**config.mk**
```make
export PLATFORM = sky130hd
export DESIGN_NAME = dtlb_multisize
export DESIGN_NICKNAME = d
export VERILOG_FILES = /design/src/rtl/dtlb_pkg.sv /design/src/rtl/dtlb_victim.sv /design/src/rtl/dtlb_entry.sv /design/src/rtl/dtlb_pick.sv /design/src/rtl/dtlb_multisize.sv
export SDC_FILE = /design/constraint.sdc
export NUM_CORES = 2
export LEC_CHECK = 0
export BUFFER_PORTS_ARGS = -buffer_cell sky130_fd_sc_hd__buf_2
export CORE_ASPECT_RATIO = 1.4
export CORE_MARGIN = 1
export CORE_UTILIZATION = 26
export DETAILED_ROUTE_END_ITERATION = 8
export SYNTH_ARGS = -nofsm -noshare
export SYNTH_HDL_FRONTEND = slang
export SYNTH_SLANG_ARGS = --single-unit
```
**constraint.sdc**
```tcl
create_clock -name clk -period 7.4 [get_ports clk]
set_input_delay 0.37 -clock clk [delete_from_list [all_inputs] [get_ports clk]]
set_output_delay 0.37 -clock clk [all_outputs]
set_load 0.01 [all_outputs]
```
**src/rtl/dtlb_pkg.sv**
```systemverilog
package dtlb_pkg;

  typedef enum logic [1:0] {
    PG_8K   = 2'd0,
    PG_64K  = 2'd1,
    PG_256K = 2'd2,
    PG_4M   = 2'd3
  } pg_size_e;

  localparam int PERM_W = 4;

  // number of page-number bits above the base offset that a size ignores
  function automatic int unsigned skip_bits(pg_size_e s);
    case (s)
      PG_64K:  return 3;
      PG_256K: return 5;
      PG_4M:   return 9;
      default: return 0;
    endcase
  endfunction

  function automatic logic [31:0] skip_mask(pg_size_e s);
    return (32'd1 << skip_bits(s)) - 32'd1;
  endfunction

endpackage

```
**src/rtl/dtlb_victim.sv**
```systemverilog
module dtlb_victim #(
  parameter int N = 32,
  localparam int IDX_W = (N > 1) ? $clog2(N) : 1
) (
  input  logic             clk,
  input  logic             rst,
  input  logic             adv,
  output logic [IDX_W-1:0] ptr
);

  always_ff @(posedge clk) begin
    if (rst)
      ptr <= '0;
    else if (adv)
      ptr <= (ptr == IDX_W'(N - 1)) ? '0 : ptr + IDX_W'(1);
  end

  // pointer only moves on an accepted fill
  assert_ptr_holds_R8: assert property (@(posedge clk) disable iff (rst)
    !adv |=> $stable(ptr));

  assert_ptr_in_range_R8: assert property (@(posedge clk) disable iff (rst)
    ptr <= IDX_W'(N - 1));

endmodule

```
**src/rtl/dtlb_entry.sv**
```systemverilog
module dtlb_entry
  import dtlb_pkg::*;
#(
  parameter int VPN_W = 30,
  parameter int PFN_W = 21
) (
  input  logic              clk,
  input  logic              rst,
  input  logic              inv,
  input  logic              wr,
  input  logic [VPN_W-1:0]  wr_vpn,
  input  pg_size_e          wr_size,
  input  logic [PFN_W-1:0]  wr_pfn,
  input  logic [PERM_W-1:0] wr_perm,
  input  logic [VPN_W-1:0]  lk_vpn,
  output logic              match,
  output logic [PFN_W-1:0]  pa_hi,
  output logic [PERM_W-1:0] perm
);

  logic              vld_q;
  logic [VPN_W-1:0]  tag_q;
  pg_size_e          size_q;
  logic [PFN_W-1:0]  pfn_q;
  logic [PERM_W-1:0] perm_q;

  always_ff @(posedge clk) begin
    if (rst || inv)
      vld_q <= 1'b0;
    else if (wr)
      vld_q <= 1'b1;
  end

  // payload carries no reset: it is qualified by vld_q
  always_ff @(posedge clk) begin
    if (wr && !inv) begin
      tag_q  <= wr_vpn;
      size_q <= wr_size;
      pfn_q  <= wr_pfn;
      perm_q <= wr_perm;
    end
  end

  logic [31:0]      m;
  logic [VPN_W-1:0] vign;
  logic [PFN_W-1:0] pign;

  always_comb begin
    m     = skip_mask(size_q);
    vign  = VPN_W'(m);
    pign  = PFN_W'(m);
    match = vld_q && (((lk_vpn ^ tag_q) & ~vign) == '0);
    pa_hi = (pfn_q & ~pign) | (lk_vpn[PFN_W-1:0] & pign);
    perm  = perm_q;
  end

endmodule

```
**src/rtl/dtlb_pick.sv**
```systemverilog
module dtlb_pick
  import dtlb_pkg::*;
#(
  parameter int N     = 32,
  parameter int PFN_W = 21
) (
  input  logic              clk,
  input  logic              rst,
  input  logic [N-1:0]      match,
  input  logic [PFN_W-1:0]  pa_hi [N],
  input  logic [PERM_W-1:0] perm  [N],
  output logic              any,
  output logic              multi,
  output logic [PFN_W-1:0]  sel_pa_hi,
  output logic [PERM_W-1:0] sel_perm
);

  logic [N-1:0] grant;

  always_comb begin
    grant     = match & (~match + N'(1));
    any       = |match;
    multi     = |(match & ~grant);
    sel_pa_hi = '0;
    sel_perm  = '0;
    for (int i = 0; i < N; i++) begin
      if (grant[i]) begin
        sel_pa_hi = sel_pa_hi | pa_hi[i];
        sel_perm  = sel_perm | perm[i];
      end
    end
  end

  // lowest match wins: at most one grant
  assert_one_grant_R7: assert property (@(posedge clk) disable iff (rst)
    $onehot0(grant));

  assert_grant_when_match_R7: assert property (@(posedge clk) disable iff (rst)
    any |-> $countones(grant) == 1);

  assert_multi_needs_two_R7: assert property (@(posedge clk) disable iff (rst)
    multi |-> $countones(match) > 1);

endmodule

```
**src/rtl/dtlb_multisize.sv**
```systemverilog
module dtlb_multisize
  import dtlb_pkg::*;
#(
  parameter int ENTRIES = 32,
  parameter int VA_W    = 43,
  parameter int PA_W    = 34,
  parameter int OFS_W   = 13,
  localparam int VPN_W  = VA_W - OFS_W,
  localparam int PFN_W  = PA_W - OFS_W,
  localparam int IDX_W  = (ENTRIES > 1) ? $clog2(ENTRIES) : 1
) (
  input  logic              clk,
  input  logic              rst,
  input  logic              lk_valid,
  input  logic [VA_W-1:0]   lk_va,
  input  logic              lk_write,
  input  logic              lk_user,
  input  logic              fill_en,
  input  logic [VPN_W-1:0]  fill_vpn,
  input  logic [1:0]        fill_size,
  input  logic [PFN_W-1:0]  fill_pfn,
  input  logic [PERM_W-1:0] fill_perm,
  input  logic              inv_all,
  output logic              rsp_valid,
  output logic              rsp_hit,
  output logic [PA_W-1:0]   rsp_pa,
  output logic              rsp_fault,
  output logic              rsp_multi
);

  logic              fill_ok;
  logic [IDX_W-1:0]  ptr;
  logic [VPN_W-1:0]  lk_vpn;
  logic [ENTRIES-1:0] wr_sel;
  logic [ENTRIES-1:0] match;
  logic [PFN_W-1:0]  pa_hi  [ENTRIES];
  logic [PERM_W-1:0] perm_v [ENTRIES];
  logic              any, multi;
  logic [PFN_W-1:0]  sel_pa_hi;
  logic [PERM_W-1:0] sel_perm;

  assign fill_ok = fill_en && !inv_all;
  assign lk_vpn  = lk_va[VA_W-1:OFS_W];

  dtlb_victim #(.N(ENTRIES)) u_victim (
    .clk (clk),
    .rst (rst),
    .adv (fill_ok),
    .ptr (ptr)
  );

  for (genvar i = 0; i < ENTRIES; i++) begin : g_ent
    assign wr_sel[i] = fill_ok && (ptr == IDX_W'(i));
    dtlb_entry #(.VPN_W(VPN_W), .PFN_W(PFN_W)) u_ent (
      .clk     (clk),
      .rst     (rst),
      .inv     (inv_all),
      .wr      (wr_sel[i]),
      .wr_vpn  (fill_vpn),
      .wr_size (pg_size_e'(fill_size)),
      .wr_pfn  (fill_pfn),
      .wr_perm (fill_perm),
      .lk_vpn  (lk_vpn),
      .match   (match[i]),
      .pa_hi   (pa_hi[i]),
      .perm    (perm_v[i])
    );
  end

  dtlb_pick #(.N(ENTRIES), .PFN_W(PFN_W)) u_pick (
    .clk       (clk),
    .rst       (rst),
    .match     (match),
    .pa_hi     (pa_hi),
    .perm      (perm_v),
    .any       (any),
    .multi     (multi),
    .sel_pa_hi (sel_pa_hi),
    .sel_perm  (sel_perm)
  );

  logic lk_hit;
  assign lk_hit = lk_valid && any && !inv_all;

  always_ff @(posedge clk) begin
    if (rst) begin
      rsp_valid <= 1'b0;
      rsp_hit   <= 1'b0;
      rsp_pa    <= '0;
      rsp_fault <= 1'b0;
      rsp_multi <= 1'b0;
    end else begin
      rsp_valid <= lk_valid;
      rsp_hit   <= lk_hit;
      rsp_pa    <= lk_hit ? {sel_pa_hi, lk_va[OFS_W-1:0]} : '0;
      rsp_fault <= lk_hit && !sel_perm[{lk_user, lk_write}];
      rsp_multi <= lk_hit && multi;
    end
  end

  assert_rsp_follows_req_R2: assert property (@(posedge clk) disable iff (rst)
    lk_valid |=> rsp_valid);

  assert_rsp_idle_R2: assert property (@(posedge clk) disable iff (rst)
    !lk_valid |=> !rsp_valid && !rsp_hit);

  assert_inv_forces_miss_R9: assert property (@(posedge clk) disable iff (rst)
    inv_all |=> !rsp_hit);

  assert_fault_only_on_hit_R6: assert property (@(posedge clk) disable iff (rst)
    rsp_fault |-> rsp_hit);

  assert_multi_only_on_hit_R7: assert property (@(posedge clk) disable iff (rst)
    rsp_multi |-> rsp_hit);

  assert_miss_pa_zero_R5: assert property (@(posedge clk) disable iff (rst)
    !rsp_hit |-> rsp_pa == '0);

endmodule

```
==> results list <==
- The number of hold violations in the final report came to 0.
- Worst stage delay on the critical path: about 1100 ps
- Total detailed-routing wirelength: about 260000 um
* Crit path max-delay cell type: sky130_fd_sc_hd__a222oi_1
- Total number of H-tree levels: 4
- The synthesized design contains between 1500 and 2000 enable-type register cells.
- Outcome: finished, violations left
- After global routing the overflow that remains totals 0.
* Clk Latency, worst-skew pair: 860 ps
* Ports: between 100 and 150
- Antenna violations before repair: 42
- Counting every sink on the clock net gives 1899.
- Area of the die: ~300000 um^2
* Min-Delay Path Class: input port to register
* Fraction of the yosys area taken by sequential cells: between 70% and 80%
* Synth warn: 0
* Bufs and invs on worst path: 3
- Multi-input gate area in the final layout: 20650 um^2
* Maximum number of buffers from clock root to sink: 3
* Cell type contributing the most total cell area after synthesis: sky130_fd_sc_hd__edfxtp_1
* Startpoint of the worst-slack reg-to-reg timing path: g_ent[5].u_ent.size_q[1]$_DFFE_PP_
* Async S/R FF share, synth: 0%
* Worst hold path stage count: 1
* Overall global routing resource usage: 17.00%
- The count of nets left with antenna violations once routing finished came out at 0.
- Clock-pin slew was measured on the worst setup and hold paths at ~60 ps.
- In this run the power spent charging and discharging nets is between 4 and 5 mW.
* Cell family with the largest share of critical-path delay: simple AND/OR/NAND/NOR gates
* Power consumption: 22.31 mW
- Pin count of the biggest net entering global routing: just under 60
- Skew final: between 40 and 50 ps
- Vias in the first global route: roughly 46000
- At the end of the flow the core is filled with cells to between 30% and 40%.
- Using the TritonRoute via totals, the vias-per-cell ratio works out to between 4 and 5.
* Internal power consumption: between 15 and 20 mW
- Period utilisation layout: between 70% and 80%
- Worst max-slew margin expressed relative to the limit: -7.007%
- In this run, CTS created clock tree buffers numbering 189.
- The commonest cells after synthesis are 1824 x sky130_fd_sc_hd__edfxtp_1, 811 x sky130_fd_sc_hd__xnor2_1, 218 x sky130_fd_sc_hd__nand4_1.
- The tool flagged a number of max-cap violations equal to 0.
- Portion of total power attributed to the clock network: about 43%
- A synthesized cell averages 16.25 um^2.
* Post-synthesis cell type count: just over 80
* Post-place setup slack: 1257 ps
- In this run the critical register-to-register path is captured at rsp_pa[20]$_SDFF_PP0_.
- The signal on the critical path passes through buf_2 > buf_4 > xnor2_1 > nand4_1 > nor4_1 > o211ai_1 > nand4_1 > nor4b_2 > buf_4 > a222oi_1 > o211ai_1 > nor4b_1 > a31oi_1.
- The tree is rooted in a sky130_fd_sc_hd__clkbuf_16.
- Std-Cell Core Area: around 300000 um^2
* Post-DP HPWL: between 150000 and 200000 um
- Crit-path max FO: 23
* Postcts setup bufs: 0
- Syn Inst Count: between 4000 and 5000
* Wire length of the first global-routing pass: between 300000 and 400000 um
- Counting every net in the synthesized netlist gives ~4900.
- The checks that failed: DRC, slew limit.
* Fraction of final layout cells sized beyond drive strength 1: 16.11%
- Leading cell type by number of instances after synthesis: sky130_fd_sc_hd__edfxtp_1
* Kind of start point of the critical path: input port
* Total standard cell area after synthesis: 77900 um^2
- For the worst setup path, the data required time is around 8100 ps.
- Fin Setup TNS: 0 ps
- Violation count after the first detailed-routing iteration: about 5200
* Sequential share of power: between 50% and 60%
* Worst-case register-to-register setup slack: between 1500 and 2000 ps
* Die boundary height: approximately 650 um
- VDD sags by at most around 240 uV.
- Setup repair after global routing left no endpoint under its margin.
- Across all setup checks in the final design, the least slack found is 1741 ps.
- After detailed routing, the number of remaining DRC violations is 8.
- Combinational logic burns under 10% of the power.
* Synth-to-Final Area Change: 16.12%
- Area taken by flip-flops and latches: 56270 um^2
- Max Clock Freq: ~180 MHz
* Worst setup path category: input port to register
* Worst Hold Launch: fill_pfn[12]
- STA classifies the critical path endpoint as a register.
- Filler cells: about 29000
- Smallest hold slack: 98.69 ps
- Port-buffer cells: 144
* Number of storage elements in the synthesis netlist: around 1900
- In the post-synthesis netlist, the biggest area contributors are sky130_fd_sc_hd__edfxtp_1 70%, sky130_fd_sc_hd__xnor2_1 9.1%, sky130_fd_sc_hd__mux2_2 2.9%, sky130_fd_sc_hd__dfxtp_1 1.9%, sky130_fd_sc_hd__nand4_1 1.8%.
- Effective utilization at floorplan: between 20% and 30%
* Area share of the leading cell type in the synthesized netlist: a little over two thirds
- Setup violations remaining at the end of the flow were counted as 0.
- Power Density: around 250 nW/um^2
* Final layout net count: around 5200
* Number of cells on the worst reg-to-reg path: 13
- Arrival time of the worst setup path: 6330 ps
- Minimum clock period: about 5700 ps
- For hold timing, the worst endpoint is g_ent[28].u_ent.pfn_q[12]$_DFFE_PP_.
- Switching share of power: between 20% and 30%
- Routability-driven placement finished with a final weighted congestion of around 0.9.
- Primary FF master, synth: sky130_fd_sc_hd__edfxtp_1
- P_leak: 27.70 nW
- CTS tree: done
- Drt first pass iters: 9
* Die outline width: around 460 um
* Std cell rows: 237
* Routed len/inst: around 29 um
- Worst Max-Slew Pin Slew: 1605 ps
- Summing over every cut layer, the via total after detailed routing is around 46000.
- Final number of max-transition violations: 1
==> worst max-delay path by stage <==
| stage | from | endpoint | slack, ps | depth (start not counted) |
|---|---|---|---|---|
| 2_1_floorplan | u_victim.ptr[2]$_SDFFE_PP0P_ | g_ent[3].u_ent.perm[0]$_DFFE_PP_ | 1950 | 4 |
| 3_3_place_gp | lk_va[36] | rsp_pa[20]$_SDFF_PP0_ | 1300 | 13 |
| 3_5_place_dp | lk_va[31] | rsp_pa[20]$_SDFF_PP0_ | 1260 | 13 |
| 4_1_cts | g_ent[5].u_ent.size_q[1]$_DFFE_PP_ | rsp_pa[20]$_SDFF_PP0_ | 2050 | 13 |
| 5_1_grt | g_ent[5].u_ent.size_q[1]$_DFFE_PP_ | rsp_pa[20]$_SDFF_PP0_ | 1580 | 13 |
| 6_report | lk_va[31] | rsp_pa[20]$_SDFF_PP0_ | 1740 | 13 |
==> through the flow <==
stage	area, um^2	cells
floorplan	77900	4794
CTS	90440	9176
global placement	84120	8807
global route	90450	9179
finish	90460	9184
detailed placement	84120	8808
==> kinds of logic after synthesis <==
kind of cell / Yosys count / share of synthesized area (%)
compound gates: 562 / 5.706
fa+ha+maj: 7 / 0.1092
mux: 283 / 3.956
flops: 1899 / 72.24
buf+inv: 287 / 1.710
xor+xnor: 955 / 10.74
simple gates: 801 / 5.546
==> metal layers <==
layer | vias up | track usage [%] | share of wire (%) | wire (um)
met2 | 2104 | 30.17 | 51 | 134600
li1 | 19182 | - | - | -
met4 | 22 | 9.831 | 6.3 | 16460
met5 | - | 0 | 0.053 | 138
met3 | 540 | 2.488 | 6.3 | 16500
met1 | 23788 | 19.31 | 36 | 95060
==> cell type report <==
cell class,instances,share of cell area (%)
Multi-Input combinational cell,2608,22.83
Sequential cell,1899,62.21
Timing Repair Buffer,334,2.534
Inverter,43,0.1784
Antenna cell,8,0.02213
Tap cell,3943,5.454
Clock inverter,90,1.108
Clock buffer,259,5.663
==> cells in the final DEF (no fill, tap or decap), drive strengths merged, types with 84 or more instances in the layout <==
master,netlist,final
xnor2,811,811
edfxtp,1824,1824
buf,145,315
xor2,144,144
mux2,199,199
a22oi,86,86
nand4,219,219
nor2,117,117
nand2,165,165
clkbuf,99,259
mux2i,84,84
a222oi,92,92
==> registers in the layout (all words and copies together), names as in the netlist <==
signal / count
rsp_hit: 1
g_ent.u_ent.size_q: 64
rsp_pa: 34
g_ent.u_ent.pfn_q: 672
rsp_fault: 1
rsp_valid: 1
g_ent.u_ent.vld_q: 32
g_ent.u_ent.perm: 128
g_ent.u_ent.tag_q: 960
u_victim.ptr: 5
rsp_multi: 1
==> power by group through the flow <==
stage | registers (mW) | clock network, mW | logic [mW]
final | 11.8 | 9.57 | 0.926
after CTS | 11.8 | 9.68 | 0.932
after global placement | 12.0 | 0 | 0.909
after global routing | 11.8 | 10.1 | 0.966
after floorplan | 12.0 | 0 | 0.447
after detailed placement | 12.0 | 0 | 0.920
==> timing repair <==
action / CTS / global route
gates resized for setup: 0 / 0
endpoints found under the hold margin: 32 / 0
hold buffers: 19 / 0
(Power assumes the default switching activity.)
